==> config.mk <==
export PLATFORM = sky130hd
export DESIGN_NAME = status_irq_unit
export DESIGN_NICKNAME = d
export VERILOG_FILES = /design/src/rtl/status_irq_pkg.sv /design/src/rtl/sense_sync.sv /design/src/rtl/irq_entry.sv /design/src/rtl/status_flags.sv /design/src/rtl/status_irq_unit.sv
export SDC_FILE = /design/constraint.sdc
export NUM_CORES = 1
export LEC_CHECK = 0
export CORE_MARGIN = 1
export CORE_UTILIZATION = 35
export CTS_BUF_LIST = sky130_fd_sc_hd__clkbuf_4
export DETAILED_ROUTE_END_ITERATION = 10
export GPL_TIMING_DRIVEN = 0
export PLACE_DENSITY = 0.81
export SKIP_LAST_GASP = 1
export SLEW_MARGIN = 30
export SYNTH_ARGS = -nofsm -noshare
export SYNTH_HDL_FRONTEND = slang
export SYNTH_SLANG_ARGS = --single-unit
export TNS_END_PERCENT = 50
==> constraint.sdc <==
create_clock -name clk -period 1 [get_ports clk]
set_input_delay 0.15 -clock clk [delete_from_list [all_inputs] [get_ports clk]]
set_output_delay 0.15 -clock clk [all_outputs]
set_load 0.005 [all_outputs]
==> src/rtl/status_irq_pkg.sv <==
// Package: shared widths, bit positions and the status byte layout.
// Assumes an 8-bit status byte with three user flags in the low bits.
package status_irq_pkg;
    localparam int STAT_W  = 8;
    localparam int FLAG_W  = 3;
    localparam int SYNC_N  = 2;

    localparam int BIT_CY  = 7;
    localparam int BIT_OV  = 6;
    localparam int BIT_SB  = 5;
    localparam int BIT_SA  = 4;
    localparam int BIT_IE  = 3;

    typedef struct packed {
        logic              cy;
        logic              ov;
        logic              sb;
        logic              sa;
        logic              ie;
        logic [FLAG_W-1:0] f;
    } status_t;
endpackage

==> src/rtl/sense_sync.sv <==
// Module: multi-stage synchronizer for asynchronous sense pins.
// Assumes STAGES >= 2; output lags input by STAGES clock edges; reset clears all stages.
module sense_sync #(
    parameter int WIDTH  = 2,
    parameter int STAGES = 2
) (
    input  logic             clk,
    input  logic             rst_n,
    input  logic [WIDTH-1:0] async_i,
    output logic [WIDTH-1:0] sync_o
);
    logic [STAGES-1:0][WIDTH-1:0] pipe_q;

    // Shift the pins through the flop chain.
    always_ff @(posedge clk) begin
        if (!rst_n) begin
            pipe_q <= '0;
        end else begin
            pipe_q[0] <= async_i;
            for (int i = 1; i < STAGES; i++) begin
                pipe_q[i] <= pipe_q[i-1];
            end
        end
    end

    assign sync_o = pipe_q[STAGES-1];
endmodule

==> src/rtl/irq_entry.sv <==
// Module: interrupt-entry sequencer.
// Assumes sense A is already synchronized. Samples only at the boundary strobe,
// asks for the enable bit to be cleared on the deciding edge, and emits a
// registered one-cycle take pulse on the following cycle.
module irq_entry (
    input  logic clk,
    input  logic rst_n,
    input  logic boundary_i,
    input  logic sense_a_i,
    input  logic ie_i,
    output logic ie_kill_o,
    output logic take_o
);
    logic take_q;

    // Entry condition: boundary, request pending, interrupts enabled.
    always_comb begin
        ie_kill_o = boundary_i & sense_a_i & ie_i;
    end

    // Register the take pulse for the pointer file.
    always_ff @(posedge clk) begin
        if (!rst_n) begin
            take_q <= 1'b0;
        end else begin
            take_q <= ie_kill_o;
        end
    end

    assign take_o = take_q;
endmodule

==> src/rtl/status_flags.sv <==
// Module: writable status bits (carry, overflow, enable, user flags).
// Assumes sense mirrors live elsewhere. Priority per bit: interrupt entry >
// disable > enable > accumulator copy for IE; strobed update > accumulator
// copy for carry and overflow; accumulator copy alone for the user flags.
module status_flags
    import status_irq_pkg::*;
(
    input  logic              clk,
    input  logic              rst_n,
    input  logic              cy_we_i,
    input  logic              cy_i,
    input  logic              ov_we_i,
    input  logic              ov_i,
    input  logic              ie_set_i,
    input  logic              ie_clr_i,
    input  logic              ie_kill_i,
    input  logic              acc_we_i,
    input  logic              acc_cy_i,
    input  logic              acc_ov_i,
    input  logic              acc_ie_i,
    input  logic [FLAG_W-1:0] acc_f_i,
    output logic              cy_o,
    output logic              ov_o,
    output logic              ie_o,
    output logic [FLAG_W-1:0] f_o
);
    logic              cy_q, ov_q, ie_q;
    logic [FLAG_W-1:0] f_q;
    logic              cy_d, ov_d, ie_d;
    logic [FLAG_W-1:0] f_d;

    // Next-state selection by priority.
    always_comb begin
        cy_d = cy_q;
        ov_d = ov_q;
        ie_d = ie_q;
        f_d  = f_q;
        if (acc_we_i) begin
            cy_d = acc_cy_i;
            ov_d = acc_ov_i;
            ie_d = acc_ie_i;
            f_d  = acc_f_i;
        end
        if (cy_we_i)   cy_d = cy_i;
        if (ov_we_i)   ov_d = ov_i;
        if (ie_set_i)  ie_d = 1'b1;
        if (ie_clr_i)  ie_d = 1'b0;
        if (ie_kill_i) ie_d = 1'b0;
    end

    // State update with synchronous reset.
    always_ff @(posedge clk) begin
        if (!rst_n) begin
            cy_q <= 1'b0;
            ov_q <= 1'b0;
            ie_q <= 1'b0;
            f_q  <= '0;
        end else begin
            cy_q <= cy_d;
            ov_q <= ov_d;
            ie_q <= ie_d;
            f_q  <= f_d;
        end
    end

    assign cy_o = cy_q;
    assign ov_o = ov_q;
    assign ie_o = ie_q;
    assign f_o  = f_q;
endmodule

==> src/rtl/status_irq_unit.sv <==
// Module: status byte and interrupt entry, top level.
// Assumes pins are asynchronous and all other inputs synchronous to clk.
// Ties the sense synchronizer, the writable bits and the entry sequencer together.
module status_irq_unit
    import status_irq_pkg::*;
(
    input  logic              clk,
    input  logic              rst_n,
    input  logic              sense_a_i,
    input  logic              sense_b_i,
    input  logic              cy_we_i,
    input  logic              cy_i,
    input  logic              ov_we_i,
    input  logic              ov_i,
    input  logic              ie_set_i,
    input  logic              ie_clr_i,
    input  logic              acc_we_i,
    input  logic [STAT_W-1:0] acc_data_i,
    input  logic              boundary_i,
    output logic [FLAG_W-1:0] flag_o,
    output logic [STAT_W-1:0] status_o,
    output logic              irq_take_o
);
    logic [1:0]        sense_sync_w;
    logic              cy_w, ov_w, ie_w, kill_w;
    logic [FLAG_W-1:0] f_w;
    status_t           stat_w;
    logic              unused_acc_bits;

    // Sense bits mirror the pins and cannot be written.
    assign unused_acc_bits = ^acc_data_i[BIT_SB:BIT_SA];

    sense_sync #(.WIDTH(2), .STAGES(SYNC_N)) u_sync (
        .clk     (clk),
        .rst_n   (rst_n),
        .async_i ({sense_b_i, sense_a_i}),
        .sync_o  (sense_sync_w)
    );

    irq_entry u_irq (
        .clk        (clk),
        .rst_n      (rst_n),
        .boundary_i (boundary_i),
        .sense_a_i  (sense_sync_w[0]),
        .ie_i       (ie_w),
        .ie_kill_o  (kill_w),
        .take_o     (irq_take_o)
    );

    status_flags u_flags (
        .clk       (clk),
        .rst_n     (rst_n),
        .cy_we_i   (cy_we_i),
        .cy_i      (cy_i),
        .ov_we_i   (ov_we_i),
        .ov_i      (ov_i),
        .ie_set_i  (ie_set_i),
        .ie_clr_i  (ie_clr_i),
        .ie_kill_i (kill_w),
        .acc_we_i  (acc_we_i),
        .acc_cy_i  (acc_data_i[BIT_CY]),
        .acc_ov_i  (acc_data_i[BIT_OV]),
        .acc_ie_i  (acc_data_i[BIT_IE]),
        .acc_f_i   (acc_data_i[FLAG_W-1:0]),
        .cy_o      (cy_w),
        .ov_o      (ov_w),
        .ie_o      (ie_w),
        .f_o       (f_w)
    );

    // Assemble the status byte in its fixed layout.
    always_comb begin
        stat_w.cy = cy_w;
        stat_w.ov = ov_w;
        stat_w.sb = sense_sync_w[1];
        stat_w.sa = sense_sync_w[0];
        stat_w.ie = ie_w;
        stat_w.f  = f_w;
    end

    assign status_o = stat_w;
    assign flag_o   = f_w;
endmodule

After elaboration in Yosys (flattened, before gate mapping)
Cells that the tools add are included.
{"block": "word_totals", "reg_bits": 11, "inputBits": 20, "output_inout_bits": 12}
{"block": "classes", "mux": 6, "bitwise": 3, "reduce_logical": 4}
{"op": "1-bit two-way mux", "n": 6}
{"op": "2-bit nonzero test", "n": 3}
{"op": "3-bit OR reduction", "n": 1}
{"op": "1-bit AND", "n": 2}
{"op": "1-bit NOT", "n": 1}

Logic depth before layout (Yosys ltp)
Gate-level depths: netlist (run 1).
{"block": "logic_depth", "ltp_word": 3, "depth_mapped": 3, "ltp_nobuf": 2}

Hierarchy
From an unflattened synthesis (run 1), not the netlist that was laid out.
{"block": "unflattened", "hier_cells": 41, "area_unflattened_um2": 473.0}
{"mod": "status_flags", "instances": 1, "cells_each": 22, "area_each_um2": 271.5, "seq_area_each_um2": 120.1}
{"mod": "sense_sync", "instances": 1, "cells_each": 10, "area_each_um2": 120.1, "seq_area_each_um2": 80.1}
{"mod": "status_irq_unit", "instances": 1, "cells_each": 6, "area_each_um2": 45.0, "seq_area_each_um2": 0.0}
{"mod": "irq_entry", "instances": 1, "cells_each": 3, "area_each_um2": 36.3, "seq_area_each_um2": 20.0}

Least setup slack after synthesis (run 1)
Ideal clock, no wire load.
{"block": "synth_timing", "kind": "reg-to-reg", "start": "register u_flags.ie_q, in the netlist u_flags.ie_o", "end": "register u_flags.ie_q, in the netlist u_flags.ie_o", "setup_ns": 0.118, "arrival_ns": 0.763, "required_time_ns": 0.882, "setup_slack_ns": 0.119, "path_stages_with_launch": 3, "cell_sequence": "dfxtp_1 > mux2_4 > o2111a_1"}
{"block": "synth_between", "elab_chain_cells": 2}
{"item": "from (decl)", "line_no": "status_flags.sv:27", "rtl": "logic cy_q, ov_q, ie_q;"}
{"item": "from (signal assigned)", "line_no": "status_flags.sv:61", "rtl": "ie_q <= ie_d;"}
{"item": "1-bit AND", "line_no": "irq_entry.sv:18", "rtl": "ie_kill_o = boundary_i & sense_a_i & ie_i;"}
{"item": "3-bit OR reduction (no source line)"}
No other way between the ends.
A chain may end at the register's enable or synchronous reset.

Worst setup path after layout (run 1)
Same ends and word-level chain as after synthesis.

==> flow_metrics.tcl, run 1 <==
set metrics [dict create \
    status "complete, but fails checks" \
    failed_checks "setup timing" \
    p_leak_uw 0.000389 \
    end_kind "flop" \
    clkLatencyLatePin_ns 0.26 \
    n_antenna_cell 0 \
    critPathKind "flop to flop" \
    cts_tree "built" \
    finalSetupViolCount 2 \
    grt_pass1_wl_mm 1.57 \
    clockBufferDepth 2 \
    worstMarginPinSlew_ns 0.199 \
    grt_max_degree 8 \
    first_pass_iters 2 \
    overflow 0 \
    holdWs_ns 0.186 \
    min_period_ns 1.05 \
    die_area_um2 1450 \
    grt_pass1_vias 406 \
    rows 12 \
    place_inst 86 \
    gp_congestion 0.601 \
    period_share_pct 105 \
    critPathTopFamily "flip-flops" \
    die_w_um 38.1 \
    post-synth-top-count-cell "dfxtp_1" \
    slew_headroom_pct 86.7 \
    synthFlopType "dfxtp_1" \
    syn_to_final_growth_pct 67.6 \
    setup_slack_ns -0.0494 \
    antenna_found_initial 0 \
    synth_cell_type_count 12 \
    worstPathRequired_ns 1.16 \
    core_um2 1160 \
    cp.depth 3 \
    crit_chain "buf_6, mux2_4, o2111a_1" \
    drtIter0Drc 1 \
    yosys-top-cells-count "dfxtp_1 (11), buf_4 (8), mux2i_1 (5)" \
    peakVddDrop_mv 0.671 \
    grt.met3_usage_pct 5.81 \
    hpwlAfterDp_um 742 \
    clkTransAtPathRegs_ns 0.07 \
    min_path_type "primary input to flop" \
    drive_gt1_share_pct 39.7 \
    hold_depth 3 \
    max_freq_mhz 953 \
    syn_avg_cell_area_um2 10.4 \
    top_usage_layer "met2" \
    nets 99 \
    cts_hold_buf 0 \
    cts_root_buffer "clkbuf_4" \
    power_uw 960 \
    drv_slew 0 \
    ys_ff_latch 11 \
    async_reset_ff_share_pct 0 \
    critPathArrivalTime_ns 1.21 \
    register_area_um2 229 \
    routedWlPerCell_um 10.5 \
    hold_viol_final 0 \
    power.density_nw_per_um2 1260 \
    synth_top_area_share_pct 48.4 \
    path_buf_inv 1 \
    skew_ns 0.00174 \
    clock-sinks 11 \
    ios 32 \
    stdcell_count 92 \
    drv_cap 0 \
    fillCellCount 95 \
    io_buffers 28 \
    grt.met1_usage_pct 15.2 \
    die_height_um 38.1 \
    drc 0 \
    yosys.area.top_type "dfxtp_1" \
    synthCells 44 \
    cts_buffers 3 \
    crit_path_start_kind "flop" \
    cp_max_fo 2 \
    cp_slowest_cell "dfxtp_2" \
    synth_seq_area_share_pct 48.4 \
    initial_utilization_pct 39.4 \
    final_antenna_net_count 0 \
    grt_usage_pct 16.4 \
    synth_enable_flop_cells 0 \
    multi_input_area_um2 149 \
    ys_warn_count 0 \
    rsz0062_at_grt "yes" \
    syn_area_um2 455 \
    syn-num-nets 64 \
    max_stage_delay_ns 0.33 \
    via_count 408 \
    h-tree-depth 1 \
    grt.met2_usage_pct 29.7 \
    drt-total-wl_um 969 \
    reg2regPathDepth 3 \
    post_drt_via_cell_ratio 4.43 \
    synth_area_leaders "dfxtp_1 (48%), buf_4 (13%), mux2i_1 (11%), and2_1 (5.5%), a211oi_1 (3.3%)" \
]
-- final timing paths --
kind	endpoint	startpoint	slack [ns]
worst min-delay path	u_flags.f_o[0]	acc_we_i	0.19
worst max register to register	u_flags.ie_o	u_flags.ie_o	-0.05
worst min register to register	u_sync.sync_o[0]	u_sync.pipe_q[0]	0.43
worst max-delay path	u_flags.ie_o	u_flags.ie_o	-0.05
-- per-layer routing --
metal	share of wire, %	vias up
met5	0	-
met1	37	181
met3	8.6	2
met4	2.0	0
met2	52	20
li1	-	205
-- state kept, by name, summed over array words and instances, names as in the netlist --
name / flops
u_flags.ie_o: 1
u_irq.take_o: 1
u_flags.cy_o: 1
u_sync.pipe_q: 2
u_sync.sync_o: 2
u_flags.ov_o: 1
u_flags.f_o: 3
-- layout make-up --
| class | count | area share [%] |
|---|---|---|
| flip-flops and latches | 11 | 30.0 |
| plain buffers | 9 | 9.34 |
| multi-input cells | 20 | 19.5 |
| clock inverters | 1 | 0.656 |
| repair buffers | 30 | 33.3 |
| well taps | 14 | 2.30 |
| inverters | 4 | 1.97 |
| clock buffers | 3 | 2.95 |
-- logic make-up (layout without fill, tap and decap cells) --
logic type             Yosys count  after routing  synth area share, %
multiplexers                     6              6                 14.3
buffers and inverters           13             47                 19.0
AND/OR/NAND/NOR                 11             11                 12.6
flip-flops                      11             11                 48.4
AO/OA/AOI/OAI                    3              3                 5.77
-- worst register-to-register path: cells and delay by family (launching register included) --
kind	cells	cell delay (ns)
buffers and inverters	1	0.11
DFF	1	0.33
AOI/OAI and AO/OA	1	0.25
muxes	1	0.26
-- power breakdown --
part           total, uW  switching [uW]  internal (uW)
clock                304             156            148
sequential           475            11.0            464
combinational        180            51.5            129
-- timing repair --
action	CTS	global route
pin swaps	0	1
setup buffers	2	0
gates cloned	0	0
setup endpoints to repair	12	9
gates resized for setup	34	7
-- placed cells by master (no fill, tap or decap), types with 2 or more instances in the layout --
| cell type | n |
|---|---|
| clkdlybuf4s50_1 | 16 |
| buf_4 | 9 |
| dfxtp_2 | 7 |
| mux2i_1 | 5 |
| buf_2 | 5 |
| and2_1 | 4 |
| inv_1 | 4 |
| nor2_1 | 4 |
| dlygate4sd2_1 | 4 |
| dfxtp_1 | 4 |
| clkbuf_4 | 3 |
| clkbuf_2 | 3 |
| buf_6 | 2 |
| nor2b_1 | 2 |
| a211oi_1 | 2 |
-- through the flow --
stage               area (um^2)  TNS (ns)  worst slack [ns]  utilization (%)
global route                763    -0.167           -0.0831             66.0
detailed placement          753     -1.11            -0.154             65.2
global placement            753    -0.813            -0.135             65.2
floorplan                   455         0             0.119                -
finish                      763   -0.0529           -0.0494             66.0
CTS                         771    -0.375            -0.126             66.7
Note: power is estimated with default switching activity, not from simulation.
==> run 2, diff against run 1 <==
--- a/config.mk
+++ b/config.mk
@@ -7,7 +7,7 @@
 export LEC_CHECK = 0
 export CORE_MARGIN = 1
 export CORE_UTILIZATION = 35
-export CTS_BUF_LIST = sky130_fd_sc_hd__clkbuf_4
+export CTS_BUF_LIST = sky130_fd_sc_hd__clkbuf_4 sky130_fd_sc_hd__clkbuf_8
 export DETAILED_ROUTE_END_ITERATION = 10
 export GPL_TIMING_DRIVEN = 0
 export PLACE_DENSITY = 0.81
==> results of run 2 <==
No change in the layout: final DEF, timing and power equal those of run 1.
==> run 3, diff against run 2 <==
--- a/config.mk
+++ b/config.mk
@@ -10,10 +10,11 @@
 export CTS_BUF_LIST = sky130_fd_sc_hd__clkbuf_4 sky130_fd_sc_hd__clkbuf_8
 export DETAILED_ROUTE_END_ITERATION = 10
 export GPL_TIMING_DRIVEN = 0
-export PLACE_DENSITY = 0.81
+export PLACE_DENSITY = 0.79
 export SKIP_LAST_GASP = 1
 export SLEW_MARGIN = 30
 export SYNTH_ARGS = -nofsm -noshare
 export SYNTH_HDL_FRONTEND = slang
+export SYNTH_HIERARCHICAL = 1
 export SYNTH_SLANG_ARGS = --single-unit
 export TNS_END_PERCENT = 50
==> run 3 against run 2 <==
Against the previous run:
- final area is 0.82% higher
- sequential share of layout area is 0.24 points lower
- critical endpoint is now u_flags/ie_o
- global-route usage is 1.2 points lower
- first-iteration DRC count stayed put
- critical path type unchanged
- the flow still finishes with violations (setup timing)
- wire length is 4.0% lower
==> flow_metrics.tcl, run 3 <==
set metrics [dict create \
    final_cell_mix "clkdlybuf4s50_1 (16), buf_4 (9), dfxtp_2 (7)" \
    max_freq_mhz 987 \
    grt_pass1_vias 353 \
    failed_checks "setup timing" \
    via_count 397 \
    synth_enable_flop_cells 0 \
    drv_cap 0 \
    clock-sinks 11 \
    rows 12 \
    place_ws_ns -0.128 \
    post-synth-top-count-cell "dfxtp_1" \
    worstMarginPinSlew_ns 0.306 \
    largest_reg_flops 3 \
    synth_top_area_share_pct 46.6 \
    p_leak_uw 0.000396 \
    final_antenna_net_count 0 \
    setup_slack_ns -0.0131 \
    status "complete, but fails checks" \
    cp_slowest_cell "dfxtp_2" \
    design_area_um2 769 \
    grt_max_degree 12 \
    period_share_pct 101 \
    first_pass_iters 2 \
    overflow 0 \
    syn_to_final_growth_pct 62.7 \
    drtIter0Drc 1 \
    power.density_nw_per_um2 1270 \
    clkTransAtPathRegs_ns 0.07 \
    ios 32 \
    slew_headroom_pct 79.5 \
    path_buf_inv 1 \
    async_reset_ff_share_pct 0 \
    synth_seq_area_share_pct 46.6 \
    cts_buffers 3 \
    cts_tree "built" \
    max_stage_delay_ns 0.32 \
    rsz0062_at_grt "yes" \
    cts_hold_buf 0 \
    grt_pass1_wl_mm 1.48 \
    die_height_um 38.8 \
    ys_warn_count 6 \
    hpwlAfterDp_um 702 \
    ys_ff_latch 11 \
    critPathArrivalTime_ns 1.17 \
    dpl_cell_area_um2 771 \
    drc 0 \
    crit_path_start_kind "flop" \
    critPathKind "flop to flop" \
    skew_ns 0.00422 \
    hold_viol_final 0 \
    h-tree-depth 1 \
    antenna_found_initial 0 \
    synthFlopType "dfxtp_1" \
    drv_slew 0 \
    routedWlPerCell_um 10.6 \
    synthCells 41 \
    nets 95 \
    clkLatencyLatePin_ns 0.26 \
    die_w_um 38.8 \
    crit_chain "buf_4, mux2_4, o211a_1" \
    syn_area_um2 473 \
    synth_cell_type_count 12 \
    finalSetupViolCount 1 \
    syn_avg_cell_area_um2 11.5 \
    n_antenna_cell 0 \
    cp_max_fo 3 \
    end_kind "flop" \
    core_um2 1190 \
    initial_utilization_pct 39.9 \
    clockBufferDepth 2 \
    worstPathRequired_ns 1.15 \
    grt_usage_pct 15.2 \
    min_period_ns 1.01 \
    cts_root_buffer "clkbuf_4" \
    yosys-top-cells-count "dfxtp_1 (11), buf_4 (8), and2_1 (4)" \
    drive_gt1_share_pct 45.9 \
    post_drt_via_cell_ratio 4.51 \
    syn-num-nets 61 \
    die_area_um2 1500 \
    io_buffers 28 \
    synth_area_leaders "dfxtp_1 (47%), buf_4 (13%), mux2_4 (9.5%), mux2i_1 (6.3%), o211a_1 (6.3%)" \
    drt-total-wl_um 930 \
    min_path_type "primary input to flop" \
    peakVddDrop_mv 0.741 \
    fin_tns_setup_ns -0.0131 \
    yosys.area.top_type "dfxtp_1" \
    critPathTopFamily "flip-flops" \
    layout_commonest_cell "clkdlybuf4s50_1" \
    gp_congestion 0.497 \
]
==> run 3: cell types whose count changed after synthesis, sizes merged, moves of 2 or more <==
cell,change
nor2,-3
mux2i,-2
a211oi,-2
nand2b,+2
mux2,+2
inv,-4
o211a,+3
==> run 3: path summary, 6_finish.rpt <==
path	cells after the start	slack, ns	start	end
worst max-delay path	3	-0.01	u_flags/ie_o	u_flags/ie_o
worst min-delay path	3	0.21	acc_we_i	u_flags/f_o[0]
worst max register to register	3	-0.01	u_flags/ie_o	u_flags/ie_o
worst min register to register	1	0.43	u_sync/pipe_q[1]	u_sync/sync_o[1]
==> run 3: layout make-up <==
class | count | area, um^2
fillers | 112 | 417
well taps | 14 | 17.5
clock buffers | 4 | 30.0
plain buffers | 9 | 71.3
multi-input cells | 21 | 181
repair buffers | 29 | 240
flip-flops and latches | 11 | 229
==> run 3: what timing repair did <==
action | 4_1_cts | 5_1_grt
endpoints found under the setup margin | 12 | 12
pin swaps | 0 | 0
hold endpoints to repair | 0 | 0
gates resized for setup | 33 | 9
buffers inserted | 1 | 0
==> run 3: cell families (layout without fill, tap and decap cells) <==
family / after synthesis / count (layout) / share of synthesized area [%]
buffers and inverters: 9 / 42 / 15.1
AOI/OAI and AO/OA: 3 / 3 / 6.35
DFF: 11 / 11 / 46.6
muxes: 6 / 6 / 15.9
and+or+nand+nor: 12 / 12 / 16.1
==> run 3: layer usage <==
| metal | part of all wire (%) | global-route usage (%) |
|---|---|---|
| met2 | 55 | 26.3 |
| met1 | 37 | 14.6 |
| met5 | 0 | 0 |
| met4 | 0 | 5.17 |
| met3 | 7.6 | 9.25 |
==> run 3: tightest hold or removal path, delay by kind of cell <==
| kind | cells | cell delay [ns] |
|---|---|---|
| and+or+nand+nor | 1 | 0.09 |
| buffers and inverters | 1 | 0.11 |
| muxes | 1 | 0.08 |
==> run 3: metrics by stage <==
step / hold slack, ns / std cells / util (%) / power (uW)
after global routing: 0.218 / 88 / 64.9 / 1040
final: 0.208 / 88 / 64.9 / 981
after global placement: 0.414 / 83 / 65.0 / 682
after detailed placement: 0.423 / 83 / 65.0 / 687
after CTS: 0.208 / 88 / 66.0 / 1000
after floorplan: 0.272 / 41 / - / 563
==> run 3: power by group <==
part / switching [uW] / internal, uW
sequential: 10.7 / 465
combinational: 49.3 / 135
clock: 140 / 181
